**src/rtl/scan_seq_pkg.sv**
```systemverilog
package scan_seq_pkg;
  localparam int unsigned SLOTS    = 8;
  localparam int unsigned RES_W    = 12;
  localparam int unsigned CH_W     = 3;
  localparam int unsigned FIRST_HC = 17;  // 8.5 converter clocks
  localparam int unsigned NEXT_HC  = 12;  // 6 converter clocks
  typedef enum logic {ST_IDLE, ST_RUN} scan_st_e;
endpackage

```
**src/rtl/scan_seq_timer.sv**
```systemverilog
module scan_seq_timer #(
  parameter int unsigned FIRST_HC = 17,
  parameter int unsigned NEXT_HC  = 12
) (
  input  logic clk_i,
  input  logic rst_ni,
  input  logic load_i,
  input  logic first_i,
  input  logic run_i,
  output logic done_o,
  output logic fresh_o
);
  localparam int unsigned MAX_HC = (FIRST_HC > NEXT_HC) ? FIRST_HC : NEXT_HC;
  localparam int unsigned CW     = $clog2(MAX_HC);

  logic [CW-1:0] cnt_q;
  logic          fresh_q;

  always_ff @(posedge clk_i or negedge rst_ni) begin
    if (!rst_ni) begin
      cnt_q   <= '0;
      fresh_q <= 1'b0;
    end else begin
      fresh_q <= load_i;
      if (load_i)
        cnt_q <= first_i ? CW'(FIRST_HC - 1) : CW'(NEXT_HC - 1);
      else if (run_i && cnt_q != '0)
        cnt_q <= cnt_q - 1'b1;
    end
  end

  assign fresh_o = fresh_q;
  assign done_o  = run_i && (cnt_q == '0) && !fresh_q;
endmodule

```
**src/rtl/scan_seq_core.sv**
```systemverilog
module scan_seq_core #(
  parameter int unsigned CH_W = 3
) (
  input  logic            clk_i,
  input  logic            rst_ni,
  input  logic            fresh_i,
  input  logic            active_i,
  input  logic [CH_W-1:0] sel_i,
  output logic            samp_o,
  output logic            conv_o,
  output logic [CH_W-1:0] mux_o
);
  logic conv_q;

  always_ff @(posedge clk_i or negedge rst_ni) begin
    if (!rst_ni) conv_q <= 1'b0;
    else         conv_q <= samp_o;
  end

  assign samp_o = fresh_i & active_i;
  assign conv_o = conv_q;
  assign mux_o  = active_i ? sel_i : '0;
endmodule

```
**src/rtl/scan_seq_store.sv**
```systemverilog
module scan_seq_store #(
  parameter int unsigned SLOTS = 8,
  parameter int unsigned RES_W = 12,
  parameter int unsigned IDX_W = 3
) (
  input  logic                       clk_i,
  input  logic                       rst_ni,
  input  logic [1:0]                 wr_i,
  input  logic [1:0][IDX_W-1:0]      idx_i,
  input  logic [1:0][RES_W-1:0]      code_i,
  output logic [SLOTS*RES_W-1:0]     res_o
);
  for (genvar k = 0; k < SLOTS; k++) begin : g_slot
    logic [RES_W-1:0] slot_q;
    always_ff @(posedge clk_i or negedge rst_ni) begin
      if (!rst_ni)                                 slot_q <= '0;
      else if (wr_i[0] && idx_i[0] == IDX_W'(k))   slot_q <= code_i[0];
      else if (wr_i[1] && idx_i[1] == IDX_W'(k))   slot_q <= code_i[1];
    end
    assign res_o[k*RES_W +: RES_W] = slot_q;
  end
endmodule

```
**src/rtl/scan_seq.sv**
```systemverilog
module scan_seq
  import scan_seq_pkg::*;
#(
  parameter int unsigned SLOTS    = scan_seq_pkg::SLOTS,
  parameter int unsigned RES_W    = scan_seq_pkg::RES_W,
  parameter int unsigned CH_W     = scan_seq_pkg::CH_W,
  parameter int unsigned FIRST_HC = scan_seq_pkg::FIRST_HC,
  parameter int unsigned NEXT_HC  = scan_seq_pkg::NEXT_HC
) (
  input  logic                      clk_i,
  input  logic                      rst_ni,
  input  logic                      start_i,
  input  logic                      simul_i,
  input  logic                      loop_i,
  input  logic [$clog2(SLOTS)-1:0]  len_i,
  input  logic [SLOTS*CH_W-1:0]     sel_i,
  output logic [1:0]                samp_o,
  output logic [1:0]                conv_o,
  output logic [2*CH_W-1:0]         mux_o,
  input  logic [2*RES_W-1:0]        code_i,
  output logic [SLOTS*RES_W-1:0]    res_o,
  output logic                      eos_o,
  output logic                      busy_o
);
  localparam int unsigned IDX_W = $clog2(SLOTS);
  localparam int unsigned NXT_W = IDX_W + 1;

  scan_st_e              st_q;
  logic                  simul_q, eos_q;
  logic [IDX_W-1:0]      last_q, slot_q;
  logic [SLOTS*CH_W-1:0] sel_q;

  logic                  accept, scan_end, pair_ok;
  logic                  tmr_done, tmr_fresh, tmr_load;
  logic [NXT_W-1:0]      slot1, slot_nx;
  logic [1:0]            active, wr;
  logic [1:0][IDX_W-1:0] idx;
  logic [1:0][RES_W-1:0] code_w;

  assign accept   = (st_q == ST_IDLE) && start_i;
  assign slot1    = NXT_W'(slot_q) + NXT_W'(1);
  assign pair_ok  = simul_q && (slot1 <= NXT_W'(last_q));
  assign slot_nx  = NXT_W'(slot_q) + (simul_q ? NXT_W'(2) : NXT_W'(1));
  assign scan_end = tmr_done && (slot_nx > NXT_W'(last_q));
  assign tmr_load = accept || (tmr_done && (!scan_end || loop_i));

  assign active[0] = (st_q == ST_RUN);
  assign active[1] = (st_q == ST_RUN) && pair_ok;
  assign idx[0]    = slot_q;
  assign idx[1]    = slot1[IDX_W-1:0];
  assign wr        = {2{tmr_done}} & active;
  assign code_w    = code_i;

  always_ff @(posedge clk_i or negedge rst_ni) begin
    if (!rst_ni) begin
      st_q    <= ST_IDLE;
      simul_q <= 1'b0;
      last_q  <= '0;
      slot_q  <= '0;
      sel_q   <= '0;
      eos_q   <= 1'b0;
    end else begin
      eos_q <= scan_end;
      if (accept) begin
        st_q    <= ST_RUN;
        simul_q <= simul_i;
        last_q  <= len_i;
        sel_q   <= sel_i;
        slot_q  <= '0;
      end else if (tmr_done) begin
        if (scan_end) begin
          slot_q <= '0;
          if (!loop_i) st_q <= ST_IDLE;
        end else begin
          slot_q <= slot_nx[IDX_W-1:0];
        end
      end
    end
  end

  scan_seq_timer #(.FIRST_HC(FIRST_HC), .NEXT_HC(NEXT_HC)) u_tmr (
    .clk_i   (clk_i),
    .rst_ni  (rst_ni),
    .load_i  (tmr_load),
    .first_i (accept),
    .run_i   (st_q == ST_RUN),
    .done_o  (tmr_done),
    .fresh_o (tmr_fresh)
  );

  for (genvar c = 0; c < 2; c++) begin : g_core
    scan_seq_core #(.CH_W(CH_W)) u_core (
      .clk_i    (clk_i),
      .rst_ni   (rst_ni),
      .fresh_i  (tmr_fresh),
      .active_i (active[c]),
      .sel_i    (sel_q[int'(idx[c])*CH_W +: CH_W]),
      .samp_o   (samp_o[c]),
      .conv_o   (conv_o[c]),
      .mux_o    (mux_o[c*CH_W +: CH_W])
    );
  end

  scan_seq_store #(.SLOTS(SLOTS), .RES_W(RES_W), .IDX_W(IDX_W)) u_store (
    .clk_i  (clk_i),
    .rst_ni (rst_ni),
    .wr_i   (wr),
    .idx_i  (idx),
    .code_i (code_w),
    .res_o  (res_o)
  );

  assign eos_o  = eos_q;
  assign busy_o = (st_q == ST_RUN);
endmodule

```
**config.mk**
```make
export PLATFORM = sky130hd
export DESIGN_NAME = scan_seq
export DESIGN_NICKNAME = d
export VERILOG_FILES = /design/src/rtl/scan_seq_pkg.sv /design/src/rtl/scan_seq_timer.sv /design/src/rtl/scan_seq_core.sv /design/src/rtl/scan_seq_store.sv /design/src/rtl/scan_seq.sv
export SDC_FILE = /design/constraint.sdc
export NUM_CORES = 1
export LEC_CHECK = 0
export ABC_AREA = 1
export BUFFER_PORTS_ARGS = -buffer_cell sky130_fd_sc_hd__buf_4
export CAP_MARGIN = 40
export CORE_MARGIN = 2
export CORE_UTILIZATION = 43
export DETAILED_ROUTE_END_ITERATION = 6
export GPL_TIMING_DRIVEN = 0
export PLACE_DENSITY = 0.75
export SYNTH_ARGS = -nofsm -noshare
export SYNTH_HDL_FRONTEND = slang
export SYNTH_SLANG_ARGS = --single-unit
```
**constraint.sdc**
```tcl
create_clock -name clk_i -period 5.1 [get_ports clk_i]
set_clock_uncertainty 0.1 [all_clocks]
set_input_delay 1.02 -clock clk_i [delete_from_list [all_inputs] [get_ports clk_i]]
set_output_delay 1.02 -clock clk_i [all_outputs]
set_load 0.01 [all_outputs]
```
==> Word level (Yosys, flattened, before mapping) <==
Index checks and enable logic that the tools add are counted.
{ "word_totals": {"register_bits": 137, "in_bits": 56, "out_inout_bits": 108, "elab_cells": 119} }
{ "op_classes": {"add_sub_neg": 3, "multipliers": 2, "magnitude_cmp": 2, "eq_ne": 15, "shift": 2, "n_mux": 29, "bitwise": 4, "n_reduce_logical": 44} }
{ "op_table": {"columns": ["cell", "count"], "rows": [
  ["$mux 12", 16],
  ["$shiftx 24x6->3", 2],
  ["$eq 3x3->1 const B", 8],
  ["$logic_and 1x1->1", 24],
  ["$reduce_bool 2->1", 11],
  ["$mux 3", 5],
  ["$mux 5", 3],
  ["$eq 3x2->1 const B", 4],
  ["$mul 3x2->5 const B", 2],
  ["$eq 3x1->1 const B", 2],
  ["$logic_not 3->1", 2],
  ["$logic_not 5->1", 1],
  ["$reduce_bool 5->1", 1],
  ["$sub 5x1->5 const B", 1],
  ["$add 3x1->4 const B", 1],
  ["$add 3x2->4", 1],
  ["$gt 4x3->1", 1],
  ["$le 4x3->1", 1],
  ["$mux 1", 4],
  ["$reduce_and 3->1", 1],
  ["$and 1x1->1", 2],
  ["$and 2x2->2", 1],
  ["$logic_not 1->1", 2],
  ["$logic_or 1x1->1", 2],
  ["other kinds (3)", 3]
]} }

==> Logic depth before layout (Yosys ltp) <==
Gate-level depths: netlist of run 1.
{ "depth": {"word_depth": 9, "ltp_mapped": 15} }

==> By module <==
Synthesis of run 1 repeated with hierarchy kept, for this count alone.
{ "unflattened": {"cells_unflattened": 990, "area_unflattened_um2": 7354.6} }
{ "by_module_without_submodules": {"columns": ["module", "instances", "cells_each", "area_each_um2", "seq_area_each_um2"], "rows": [
  ["scan_seq_store", 1, 656, 4873.4, 2402.3],
  ["scan_seq", 1, 273, 2013.2, 825.8],
  ["scan_seq_timer", 1, 43, 357.8, 150.1],
  ["scan_seq_core", 2, 9, 55.1, 25.0]
]} }

==> Worst setup path after synthesis of run 1 <==
OpenSTA, ideal clock, no wires.
{ "synth_timing": {"kind": "register to output", "from": "register slot_q[2]", "to": "output samp_o[1]", "arrival_ns": 2.624, "required_ns": 3.980, "path_slack_ns": 1.356, "stages_incl_launch_ff": 14, "n_path_buf": 4, "path_cell_list": "dfrtp_1 buf_4 inv_1 buf_2 ha_1 clkbuf_1 inv_1 ha_1 nand2_1 nand2_1 nand2_1 nand2_1 nor2_1 buf_4"} }
{ "synth_via": {"elab_chain_cells": 5} }
{ "synth_rtl": {"columns": ["element", "line", "source"], "rows": [
  ["start, declared", "scan_seq.sv:30", "logic [IDX_W-1:0] last_q, slot_q;"],
  ["start signal, assigned", "scan_seq.sv:75", "slot_q <= slot_nx[IDX_W-1:0];"],
  ["$add 3x1->4", "scan_seq.sv:41", "assign slot1 = NXT_W'(slot_q) + NXT_W'(1);"],
  ["$le 4x3->1", "scan_seq.sv:42", "assign pair_ok = simul_q && (slot1 <= NXT_W'(last_q));"],
  ["$logic_and 1x1->1", "scan_seq.sv:42", null],
  ["$logic_and 1x1->1", "scan_seq.sv:48", "assign active[1] = (st_q == ST_RUN) && pair_ok;"],
  ["$and 1x1->1", "scan_seq_core.sv:20", "assign samp_o = fresh_i & active_i;"],
  ["end, declared", "scan_seq.sv:17", "output logic [1:0] samp_o,"]
]} }
Every way passes these cells.

==> Final worst setup path of run 1 <==
{ "layout_timing": {"from": "register slot_q[2]", "to": "output mux_o[4]"} }
{ "layout_via": {"elab_chain_cells": 5, "elab_cells_between_ends": 7} }
{ "layout_rtl": {"columns": ["element", "line", "source"], "rows": [
  ["$add 3x1->4 (*)", "scan_seq.sv:41", null],
  ["branches (longest 3 deep; another with $mul 3x2->5)", null, null],
  ["$mux 3 (*)", "scan_seq_core.sv:22", "assign mux_o = active_i ? sel_i : '0;"],
  ["end, declared", "scan_seq.sv:19", "output logic [2*CH_W-1:0] mux_o,"]
]} }
Mark *: on every way between the ends.

==> impl_summary.log, run 1 <==
INFO  metric die_w = around 140 µm
INFO  metric seq_area_frac_synth = about 46%
INFO  metric slew_viol_final = 0
INFO  metric critical_path_arrival = between 3 and 4 ns
INFO  metric dr.pass1.iters = 6
INFO  metric synth.top_cell.area_share = 45.6%
INFO  metric post_drt_wl_per_cell = around 17 µm
INFO  metric io_pins = 164
INFO  metric timing.rr.end = u_store.g_slot[2].slot_q[8]
INFO  metric core = 17200 µm²
INFO  metric dieArea = 18600 µm²
INFO  metric criticalPathCategory = reg2out
INFO  metric max_clock_freq = 208 MHz
INFO  metric cp_num_buf_inv = 5
INFO  metric route.detailed.drc = 0
INFO  metric worst_skew_pair.late_latency = 0.43 ns
INFO  metric cpPeakStageDelay = 0.54 ns
INFO  metric synthMuxAreaShare = 0%
INFO  metric power_density = 568 nW/µm²
INFO  metric path_common_cell = nand2_1
INFO  metric synth_common_cells = nand2_1, dfrtp_1, nand3_1
INFO  metric critPathSlowestCell = ha_1
INFO  metric cts.repair.resized = 0
INFO  metric finalCriticalPeriod = 4.80 ns
INFO  metric drt_wl_total = 23400 µm
INFO  metric final_count_of_hold_timing_violations = 0
INFO  metric share_of_synthesized_flip_flops_with_an_asynchronous_set_or_reset = 100%
INFO  metric grt_antenna_before_repair = 0
INFO  metric tns = 0 ns
INFO  metric holdCritStartpoint = sel_q[16]
INFO  metric whs_path_depth = 2
INFO  metric fillers = 1631
INFO  metric grt_setup_unrepaired = false
INFO  metric worst_hold_path_type = reg2reg
INFO  metric max_slew.worst_pin.slew = around 0.68 ns
INFO  metric final_layout_size_suffix_gt1_share = between 20% and 30%
INFO  metric yosysUniqueCellTypes = 27
INFO  metric yosys_most_used_dff = dfrtp_1
INFO  metric port_buffers = 151
INFO  metric post-synth-top-area-cell = dfrtp_1
INFO  metric grt_usage = between 20 and 30%
INFO  metric slew-limit-headroom = 54.4%
INFO  metric cts-htree-levels = 4
INFO  metric setup_viol = 0
INFO  metric cts.reportedPaths.clkPinSlew = 0.06 ns
INFO  metric p_leak = 5.07 nW
INFO  metric insertedDiodeCount = 0
INFO  metric rrSetupSlack = 1.65 ns
INFO  metric synthesis.area = about 7500 µm²
INFO  metric ys_seq_elements = 137
INFO  metric yosys_warnings = 0
INFO  metric place.gp.congestion = around 0.9
INFO  metric clock_tree_from_tritoncts = yes
INFO  metric peakVddDrop = 0.273 mV
INFO  metric cts.hold.buffers_added = 0
INFO  metric netlist_top_cells_area = dfrtp_1, nand2_1, nand3_1
INFO  metric synth_top_family_by_area = simple AND/OR/NAND/NOR gates
INFO  metric endpoint_kind = output port
INFO  metric post-layout-total-power = about 0.0054 W
INFO  metric via_per_inst = 5.28
INFO  metric crit_path_cell_trace = buf_4 -> inv_1 -> buf_2 -> ha_1 -> inv_1 -> ha_1 -> nand2_1 -> nand2_1 -> nand2_1 -> nand2_1 -> a21oi_1 -> buf_4
INFO  metric layout.nets = 1251
INFO  metric cp_max_fo = 10
INFO  metric yosys.area_share.adder = 3.10%
INFO  metric drtIter0Drc = 964
INFO  metric floorplan.initialDensity = 43.8%
INFO  metric layout-area-overhead-vs-synth = 27.6%
INFO  metric grt_start_max_net_pins = slightly below 90
INFO  metric worst_r2r_startpoint = slot_q[2]
INFO  metric synth_compound_area_share = 11.3%
INFO  metric postRouteAntennaNets = 0
INFO  metric vias_in_the_first_global_route = between 6000 and 7000
INFO  metric post_synth.cell_area_avg = ~7.5 µm²
INFO  metric start_kind = flip-flop
INFO  metric drv.max_cap_violation_count = 0
INFO  metric detailedPlacementHpwl = roughly 16000 µm
INFO  metric postSynthCellCount = about 1000
INFO  metric synth.net_count = 1081
INFO  metric share_of_the_clock_period_used_by_the_worst_path = roughly 94%
INFO  metric detailedPlace.worstSlack = 0.556 ns
INFO  metric synth-edff-count = 0
INFO  metric run_status = finished clean
INFO  metric cts_root_buffer = clkbuf_16
INFO  metric tritoncts_buffer_count = 17
INFO  metric worst-endpoint-required = 3.98 ns
INFO  metric worst_slack = 0.301 ns
INFO  metric cts.sink_count = around 140
INFO  metric chipHeight = 136 µm
INFO  metric synth-simple-area-share = 32.0%
INFO  metric post_cts_buffers = 0
INFO  metric clock_path_buffers = 2
INFO  metric grt-ovfl-total = 0
INFO  metric global_route_wire_length_before_repair = 36600 µm
INFO  metric num_rows = 48
INFO  metric critical_path.top_delay_family = buffers and inverters
INFO  metric hold_path_end = sel_q[16]
INFO  metric yosysMostFrequentCell = nand2_1
INFO  metric yosys.area_share.xor_xnor = 0.350%
INFO  metric reg2reg_depth = 14
INFO  metric route.vias.total = 7467
==> cell usage in the layout (no fill, tap or decap), types with 17 or more instances in the layout <==
master / netlist / routed
nand2_1: 400 / 400
buf_4: 13 / 163
dfrtp_1: 137 / 137
nand3_1: 106 / 106
o21ai_0: 76 / 76
o21ai_1: 68 / 68
inv_1: 53 / 53
buf_2: 33 / 33
nor2_1: 26 / 26
clkbuf_1: 18 / 20
a21oi_1: 19 / 19
ha_1: 17 / 17
clkbuf_16: 0 / 17
==> through the flow <==
stage | hold slack, ns | instance area [µm²] | cells | util (%)
after global placement | 0.372 | 8930 | 1383 | 52.0
after global routing | 0.423 | 9590 | 1415 | 55.8
after floorplan | 0.353 | 7520 | 1007 | -
final | 0.389 | 9590 | 1415 | 55.8
after detailed placement | 0.375 | 8960 | 1384 | 52.2
after CTS | 0.389 | 9600 | 1416 | 55.9
==> flip-flops by register name, summed over array words and instances (netlist names) <==
name	count
busy_o	1
u_tmr.cnt_q	5
simul_q	1
u_store.g_slot.slot_q	96
eos_o	1
sel_q	24
last_q	3
g_core.u_core.conv_o	2
slot_q	3
u_tmr.fresh_o	1
==> area by class of cell <==
cell class                 instances  area (µm²)  area share (%)
buffer                            71         357            3.72
clock buffer                      24         492            5.13
clock inverter                     8         140            1.46
inverter                          56         211            2.20
multi-input combinational        742        3520            36.7
sequential                       137        3430            35.7
tap                              225         282            2.94
timing repair buffer             152        1160            12.1
==> worst max-delay path by stage <==
stage                    from   endpoint  slack [ns]  cells past startpoint
floorplan           slot_q[2]  samp_o[1]        1.36                     13
global placement    slot_q[2]   mux_o[4]        0.57                     13
detailed placement  slot_q[2]  samp_o[1]        0.56                     14
CTS                 slot_q[2]  samp_o[1]        0.09                     14
global route        slot_q[2]   mux_o[4]        0.08                     12
finish              slot_q[2]   mux_o[4]        0.30                     12
==> where the power goes <==
part	leakage, nW	switching, W	internal [W]
clock	0.314	0.000465	0.000867
sequential	1.47	0.000300	0.00151
combinational	3.28	0.00134	0.000966
==> worst register-to-register path, cell delays in order, from the launching register on <==
cell and delay [ns]:
dfrtp_1 0.36, buf_4 0.22, inv_1 0.11, buf_2 0.23, ha_1 0.54, inv_1 0.27, ha_1 0.36, nand2_1 0.07
nand2_1 0.05, nand2_1 0.33, nand4_2 0.26, nand2_1 0.19, buf_4 0.18, nand2_1 0.07, nand2_1 0.06
==> metal layers <==
layer	part of all wire, %	GRT usage [%]	wire, µm	vias to the layer above
met4	2.2	8.45	513	0
met3	9.7	5.89	2260	53
met1	43	37.0	10100	3456
met2	45	38.1	10500	374
met5	0	0	0	-
li1	-	-	-	3584
==> kinds of logic (layout without fill, tap and decap cells) <==
family,Yosys count,after routing
compound gates,168,168
simple gates,553,553
fa+ha+maj,18,18
xor+xnor,3,3
buf+inv,128,311
flops,137,137
Power figures use the tool's default switching activity.
==> run 2: changes to the inputs <==
--- a/config.mk
+++ b/config.mk
@@ -12,7 +12,7 @@
 export CORE_UTILIZATION = 43
 export DETAILED_ROUTE_END_ITERATION = 6
 export GPL_TIMING_DRIVEN = 0
-export PLACE_DENSITY = 0.75
+export PLACE_DENSITY = 0.62
 export SYNTH_ARGS = -nofsm -noshare
 export SYNTH_HDL_FRONTEND = slang
 export SYNTH_SLANG_ARGS = --single-unit
==> impl_summary.log, run 2 (synthesis gave the netlist of run 1 again) <==
INFO  metric layout-area-overhead-vs-synth = 28.0% (was 27.6%)
INFO  metric timing.rr.end = u_store.g_slot[6].slot_q[9] (was u_store.g_slot[2].slot_q[8])
INFO  metric grt-ovfl-total = 0 (unchanged)
INFO  metric route.vias.total = 7468 (was 7467)
INFO  metric registers.top_by_ff_count = u_store.g_slot.slot_q (unchanged)
INFO  metric post_cts_buffers = 0 (unchanged)
INFO  metric max_slew.worst_pin.slew = 0.689 ns (was 0.685 ns)
INFO  metric route.detailed.drc = 0 (unchanged)
INFO  metric criticalPathCategory = reg2out (unchanged)
INFO  metric io_pins = 164 (unchanged)
INFO  metric drtIter0Drc = 781 (was 964)
INFO  metric power_density = 571 nW/µm² (was 568 nW/µm²)
INFO  metric worst_r2r_startpoint = slot_q[2] (unchanged)
INFO  metric slew-limit-headroom = 54.1% (was 54.4%)
INFO  metric insertedDiodeCount = 0 (unchanged)
INFO  metric worst_hold_path_type = reg2reg (unchanged)
INFO  metric chipHeight = 136 µm (unchanged)
INFO  metric drv.max_cap_violation_count = 0 (unchanged)
INFO  metric tritoncts_buffer_count = 17 (unchanged)
INFO  metric finalCriticalPeriod = 4.74 ns (was 4.80 ns)
INFO  metric postRouteAntennaNets = 0 (unchanged)
INFO  metric hold_path_end = sel_q[3] (was sel_q[16])
INFO  metric layout.nets = 1251 (unchanged)
INFO  metric layout.cells.most_common = nand2_1 (unchanged)
INFO  metric slew_viol_final = 0 (unchanged)
INFO  metric holdCritStartpoint = sel_q[3] (was sel_q[16])
INFO  metric switching_share = 38.4% (was 38.7%)
INFO  metric core = 17200 µm² (unchanged)
INFO  metric power_dissipated_by_switching_net_loads = 0.00211 W (about the same)
INFO  metric final_count_of_hold_timing_violations = 0 (unchanged)
INFO  metric post_drt_wl_per_cell = 16.8 µm (was 16.5 µm)
INFO  metric via_per_inst = 5.28 (about the same)
INFO  metric peakVddDrop = 0.269 mV (was 0.273 mV)
INFO  metric p_clk_share = 25.4% (was 24.4%)
INFO  metric dieArea = 18600 µm² (unchanged)
INFO  metric port_buffers = 151 (unchanged)
INFO  metric reg2reg_depth = 14 (unchanged)
INFO  metric internal_power_component = 0.00338 W (was 0.00334 W)
INFO  metric finish.cell_count_without_fillers = 1415 (unchanged)
INFO  metric clock_path_buffers = 2 (unchanged)
INFO  metric tns = 0 ns (unchanged)
INFO  metric dp_cells = 1384 (unchanged)
INFO  metric ff_latch_area = 3430 µm² (unchanged)
INFO  metric grt_setup_unrepaired = false (unchanged)
INFO  metric rrSetupSlack = 1.69 ns (was 1.65 ns)
INFO  metric global_route_wire_length_before_repair = 36400 µm (was 36600 µm)
INFO  metric floorplan.initialDensity = 43.8% (unchanged)
INFO  metric layout_common_cells = nand2_1, buf_4, dfrtp_1, nand3_1, o21ai_0 (unchanged)
INFO  metric cts-htree-levels = 4 (unchanged)
INFO  metric biggest_registers_after_layout = u_store.g_slot.slot_q (96), sel_q (24), u_tmr.cnt_q (5) (unchanged)
INFO  metric worst_skew_pair.late_latency = 0.43 ns (about the same)
INFO  metric p_leak = 5.08 nW (was 5.07 nW)
INFO  metric clock_tree_from_tritoncts = yes (unchanged)
INFO  metric fillers = 1736 (was 1631)
INFO  metric cts_root_buffer = clkbuf_16 (unchanged)
INFO  metric power_frac_seq = 33.0% (was 33.2%)
INFO  metric max_clock_freq = 211 MHz (was 208 MHz)
INFO  metric dr.pass1.iters = 7 (was 6)
INFO  metric share_of_the_clock_period_used_by_the_worst_path = 92.9% (was 94.1%)
INFO  metric endpoint_kind = output port (unchanged)
INFO  metric cts.repair.resized = 0 (unchanged)
INFO  metric start_kind = flip-flop (unchanged)
INFO  metric die_w = 136 µm (unchanged)
INFO  metric setup_viol = 0 (unchanged)
INFO  metric critical_path_arrival = 3.62 ns (was 3.68 ns)
INFO  metric grt_start_max_net_pins = 77 (was 87)
INFO  metric cts.sink_count = 137 (unchanged)
INFO  metric cts.reportedPaths.clkPinSlew = 0.06 ns (about the same)
INFO  metric cts.hold.buffers_added = 0 (unchanged)
INFO  metric detailedPlacementHpwl = 16200 µm (was 16000 µm)
INFO  metric multi_input_gate_area_in_the_final_layout = 3520 µm² (unchanged)
INFO  metric grt_usage = 25.8% (was 25.7%)
INFO  metric num_rows = 48 (unchanged)
INFO  metric whs_path_depth = 2 (unchanged)
INFO  metric vias_in_the_first_global_route = 6733 (was 6973)
INFO  metric share_comb_of_total_power = 41.6% (was 42.4%)
INFO  metric run_status = finished clean (unchanged)
INFO  metric drt_wl_total = 23700 µm (was 23400 µm)
INFO  metric place.gp.congestion = 0.869 (was 0.921)
INFO  metric worst-endpoint-required = 3.98 ns (about the same)
INFO  metric grt_antenna_before_repair = 0 (unchanged)
INFO  metric final_layout_size_suffix_gt1_share = 21.1% (was 21.0%)
INFO  metric max_ffs_per_register = 96 (unchanged)
INFO  metric cp_max_fo = 10 (unchanged)
run 2: cell count changes in the layout (fill, tap and decap cells not counted):
cell / before / now
clkinv_2: 5 / 2
clkbuf_8: 4 / 3
bufinv_16: 4 / 5
inv_6: 0 / 1
clkbuf_1: 20 / 19
clkinv_4: 0 / 2
clkinvlp_4: 0 / 1
run 2: worst max-delay path, stage by stage, from the launching register on:
cell and delay (ns):
dfrtp_1 0.36, buf_4 0.21, inv_1 0.10, buf_2 0.23
ha_1 0.54, inv_1 0.26, ha_1 0.34, nand2_1 0.07
nand2_1 0.05, nand2_1 0.33, nand2_1 0.28, a21oi_1 0.25
buf_4 0.16
run 2: worst max-delay path by stage:
| stage | startpoint | slack (ns) | depth (start not counted) | endpoint |
|---|---|---|---|---|
| 6_report | slot_q[2] | 0.36 | 12 | mux_o[4] |
| 5_1_grt | slot_q[0] | 0.09 | 14 | samp_o[1] |
| 4_1_cts | slot_q[2] | 0.12 | 14 | samp_o[1] |
| 3_5_place_dp | slot_q[2] | 0.61 | 14 | samp_o[1] |
| 3_3_place_gp | slot_q[2] | 0.65 | 13 | mux_o[4] |
| 2_1_floorplan | slot_q[2] | 1.36 | 13 | samp_o[1] |
run 2: per-stage QoR:
step	total power (W)	hold WS, ns	utilization, %	instance area [µm²]	setup slack [ns]
4_1_cts	0.00551	0.401	56.0	9630	0.120
5_1_grt	0.00588	0.432	56.0	9620	0.0893
3_5_place_dp	0.00409	0.388	52.2	8960	0.614
3_3_place_gp	0.00405	0.377	52.0	8930	0.653
2_1_floorplan	0.00313	0.353	-	7520	1.36
6_report	0.00549	0.400	56.0	9620	0.361
run 2: power by group through the flow:
stage	clock network [W]	registers, W	logic [W]
global placement	0	0.00182	0.00224
global route	0.00146	0.00186	0.00256
detailed placement	0	0.00182	0.00227
floorplan	0	0.00187	0.00126
finish	0.00139	0.00181	0.00229
CTS	0.00141	0.00181	0.00230
run 2: area by class of cell:
cell class	count	share of cell area, %
clock inverters	10	1.96
flip-flops and latches	137	35.6
clock buffers	22	4.93
repair buffers	152	12.1
well taps	225	2.93
inverters	56	2.20
multi-input cells	742	36.5
plain buffers	71	3.71
run 2: routing by layer:
layer | track usage, % | routed length (µm) | vias to the layer above
met4 | 10.8 | 896 | 0
met5 | 0 | 0 | -
met3 | 4.44 | 1780 | 80
met2 | 38.7 | 10500 | 359
li1 | - | - | 3590
met1 | 36.8 | 10600 | 3439
==> run 3: changes to the inputs <==
--- a/config.mk
+++ b/config.mk
@@ -13,6 +13,8 @@
 export DETAILED_ROUTE_END_ITERATION = 6
 export GPL_TIMING_DRIVEN = 0
 export PLACE_DENSITY = 0.62
+export REMOVE_ABC_BUFFERS = 1
 export SYNTH_ARGS = -nofsm -noshare
 export SYNTH_HDL_FRONTEND = slang
 export SYNTH_SLANG_ARGS = --single-unit
+export TNS_END_PERCENT = 100
==> impl_summary.log, run 3 (synthesis gave the netlist of run 1 again) <==
INFO  metric run_status = finished clean (unchanged)
INFO  metric grt_antenna_before_repair = 0 (unchanged)
INFO  metric vias_in_the_first_global_route = 6295 (was 6733)
INFO  metric cts-htree-levels = 4 (unchanged)
INFO  metric max_ffs_per_register = 96 (unchanged)
INFO  metric multi_input_gate_area_in_the_final_layout = 3520 µm² (about the same)
INFO  metric layout-area-overhead-vs-synth = 23.8% (was 28.0%)
INFO  metric cp_max_fo = 16 (was 10)
INFO  metric route.detailed.drc = 0 (unchanged)
INFO  metric via_per_inst = 5.20 (was 5.28)
INFO  metric registers.top_by_ff_count = u_store.g_slot.slot_q (unchanged)
INFO  metric detailedPlacementHpwl = 14700 µm (was 16200 µm)
INFO  metric tritoncts_buffer_count = 17 (unchanged)
INFO  metric cp_num_buf_inv = 2 (was 5)
INFO  metric tns = 0 ns (unchanged)
INFO  metric ff_latch_area = 3430 µm² (about the same)
INFO  metric dr.pass1.iters = 5 (was 7)
INFO  metric core = 17200 µm² (unchanged)
INFO  metric grt_setup_unrepaired = false (unchanged)
INFO  metric slew-limit-headroom = 43.6% (was 54.1%)
INFO  metric layout.nets = 1195 (was 1251)
INFO  metric power_dissipated_by_switching_net_loads = 0.00211 W (about the same)
INFO  metric power_frac_seq = 34.8% (was 33.0%)
INFO  metric critical_path.top_delay_family = adder cells (was buffers and inverters)
INFO  metric share_comb_of_total_power = 42.2% (was 41.6%)
INFO  metric clock_tree_from_tritoncts = yes (unchanged)
INFO  metric port_buffers = 163 (was 151)
INFO  metric power_density = 563 nW/µm² (was 571 nW/µm²)
INFO  metric max_slew.worst_pin.slew = 0.845 ns (was 0.689 ns)
INFO  metric final_layout_size_suffix_gt1_share = 19.8% (was 21.1%)
INFO  metric place.gp.congestion = 0.808 (was 0.869)
INFO  metric postRouteAntennaNets = 0 (unchanged)
INFO  metric path_common_cell = nand2_1 (unchanged)
INFO  metric cts.hold.buffers_added = 0 (unchanged)
INFO  metric io_pins = 164 (unchanged)
INFO  metric endpoint_kind = output port (unchanged)
INFO  metric slew_viol_final = 0 (unchanged)
INFO  metric floorplan.initialDensity = 43.8% (unchanged)
INFO  metric grt_usage = 25.0% (was 25.8%)
INFO  metric setup_viol = 0 (unchanged)
INFO  metric final_count_of_hold_timing_violations = 0 (unchanged)
INFO  metric p_clk_share = 23.0% (was 25.4%)
INFO  metric max_clock_freq = 207 MHz (was 211 MHz)
INFO  metric share_of_the_clock_period_used_by_the_worst_path = 94.5% (was 92.9%)
INFO  metric drt_wl_total = 22700 µm (was 23700 µm)
INFO  metric global_route_wire_length_before_repair = 35000 µm (was 36400 µm)
INFO  metric cts.sink_count = 137 (unchanged)
INFO  metric worst-endpoint-required = 3.98 ns (about the same)
INFO  metric criticalPathCategory = reg2out (unchanged)
INFO  metric route.vias.total = 7066 (was 7468)
INFO  metric crit_path_cell_trace = ha_1 -> ha_1 -> inv_1 -> ha_1 -> nand2_1 -> nand2_1 -> nand2_1 -> nand2_1 -> nor2_1 -> buf_4 (was buf_4 -> inv_1 -> buf_2 -> ha_1 -> inv_1 -> ha_1 -> nand2_1 -> nand2_1 -> nand2_1 -> nand2_1 -> a21oi_1 -> buf_4)
INFO  metric num_rows = 48 (unchanged)
INFO  metric fillers = 1719 (was 1736)
INFO  metric clock_path_buffers = 2 (unchanged)
INFO  metric internal_power_component = 0.00314 W (was 0.00338 W)
INFO  metric switching_share = 40.2% (was 38.4%)
INFO  metric critPathSlowestCell = dfrtp_1 (was ha_1)
INFO  metric peakVddDrop = 0.277 mV (was 0.269 mV)
INFO  metric drtIter0Drc = 522 (was 781)
INFO  metric finalCriticalPeriod = 4.82 ns (was 4.74 ns)
INFO  metric drv.max_cap_violation_count = 0 (unchanged)
INFO  metric insertedDiodeCount = 0 (unchanged)
INFO  metric critical_path_arrival = 3.70 ns (was 3.62 ns)
INFO  metric grt_start_max_net_pins = 86 (was 77)
INFO  metric grt-ovfl-total = 0 (unchanged)
INFO  metric layout_common_cells = nand2_1, buf_4, dfrtp_1, nand3_1, o21ai_0 (unchanged)
INFO  metric holdWs = 0.389 ns (was 0.400 ns)
INFO  metric worst_hold_path_type = reg2reg (unchanged)
INFO  metric post_drt_wl_per_cell = 16.7 µm (was 16.8 µm)
INFO  metric layout.cells.most_common = nand2_1 (unchanged)
INFO  metric cts.reportedPaths.clkPinSlew = 0.06 ns (about the same)
INFO  metric dieArea = 18600 µm² (unchanged)
INFO  metric chipHeight = 136 µm (unchanged)
INFO  metric p_leak = 4.91 nW (was 5.08 nW)
INFO  metric die_w = 136 µm (unchanged)
INFO  metric start_kind = flip-flop (unchanged)
INFO  metric biggest_registers_after_layout = u_store.g_slot.slot_q (96), sel_q (24), u_tmr.cnt_q (5) (unchanged)
INFO  metric cpPeakStageDelay = 0.60 ns (was 0.54 ns)
INFO  metric worst_skew_pair.late_latency = 0.42 ns (was 0.43 ns)
INFO  metric cts_root_buffer = clkbuf_16 (unchanged)
[run 3: changes by cell type in the layout (fill, tap and decap cells not counted), sizes merged]
cell,delta
buf,-39
inv,+5
clkbuf,-21
bufinv,-4
clkinvlp,+3
[run 3: repair_timing]
item,4_1_cts,5_1_grt
cloned,0,0
setup buffers,1,0
endpoints found under the setup margin,4,4
resized for setup,1,1
[run 3: layout make-up]
class                      count  share of cell area (%)
timing repair buffer         167                    13.9
sequential                   137                    36.9
clock buffer                  18                    4.61
clock inverter                14                    1.49
tap                          225                    3.03
multi-input combinational    742                    37.8
inverter                      56                    2.31
[run 3: worst paths after layout]
check,endpoint,cells after the start,startpoint,slack (ns)
hold reg to reg,sel_q[16],2,sel_q[16],0.39
hold / removal,sel_q[16],2,sel_q[16],0.39
setup reg to reg,u_store.g_slot[0].slot_q[8],11,slot_q[1],1.10
setup / recovery,samp_o[1],10,slot_q[1],0.28
max in group asynchronous,u_store.g_slot[2].slot_q[0],2,rst_ni,3.63
min in group asynchronous,sel_q[19],1,rst_ni,0.45
[run 3: metal layers]
metal / vias up / GRT usage, % / wire length, µm
met4: 0 / 8.33 / 450
met1: 3262 / 36.9 / 10100
met5: - / 0 / 0
li1: 3478 / - / -
met3: 34 / 4.18 / 1950
met2: 292 / 37.2 / 10200
[run 3: power groups by stage]
stage	clock [W]	sequential [W]	combinational (W)
2_1_floorplan	0	0.00190	0.00117
3_3_place_gp	0	0.00185	0.00215
3_5_place_dp	0	0.00183	0.00222
4_1_cts	0.00122	0.00182	0.00224
5_1_grt	0.00127	0.00187	0.00251
6_report	0.00120	0.00182	0.00221
[run 3: worst reg2reg max path, cell delays in order (launching register included)]
cell and delay [ns]:
dfrtp_1 0.60, ha_1 0.32, ha_1 0.55, inv_1 0.31
ha_1 0.37, nand2_1 0.07, nand2_1 0.04, nand2_1 0.34
nand4_2 0.47, nand2_1 0.54, nand2_1 0.14, nand2_1 0.09
[run 3: metrics by stage]
step | cell area (µm²) | cells | power, W | setup WS [ns] | util, %
CTS | 9310 | 1359 | 0.00529 | 0.0920 | 54.2
detailed placement | 8730 | 1326 | 0.00405 | 0.277 | 50.8
global route | 9310 | 1359 | 0.00565 | 0.0108 | 54.2
floorplan | 7160 | 935 | 0.00307 | 1.18 | -
finish | 9310 | 1359 | 0.00524 | 0.281 | 54.2
global placement | 8660 | 1323 | 0.00400 | 0.162 | 50.4
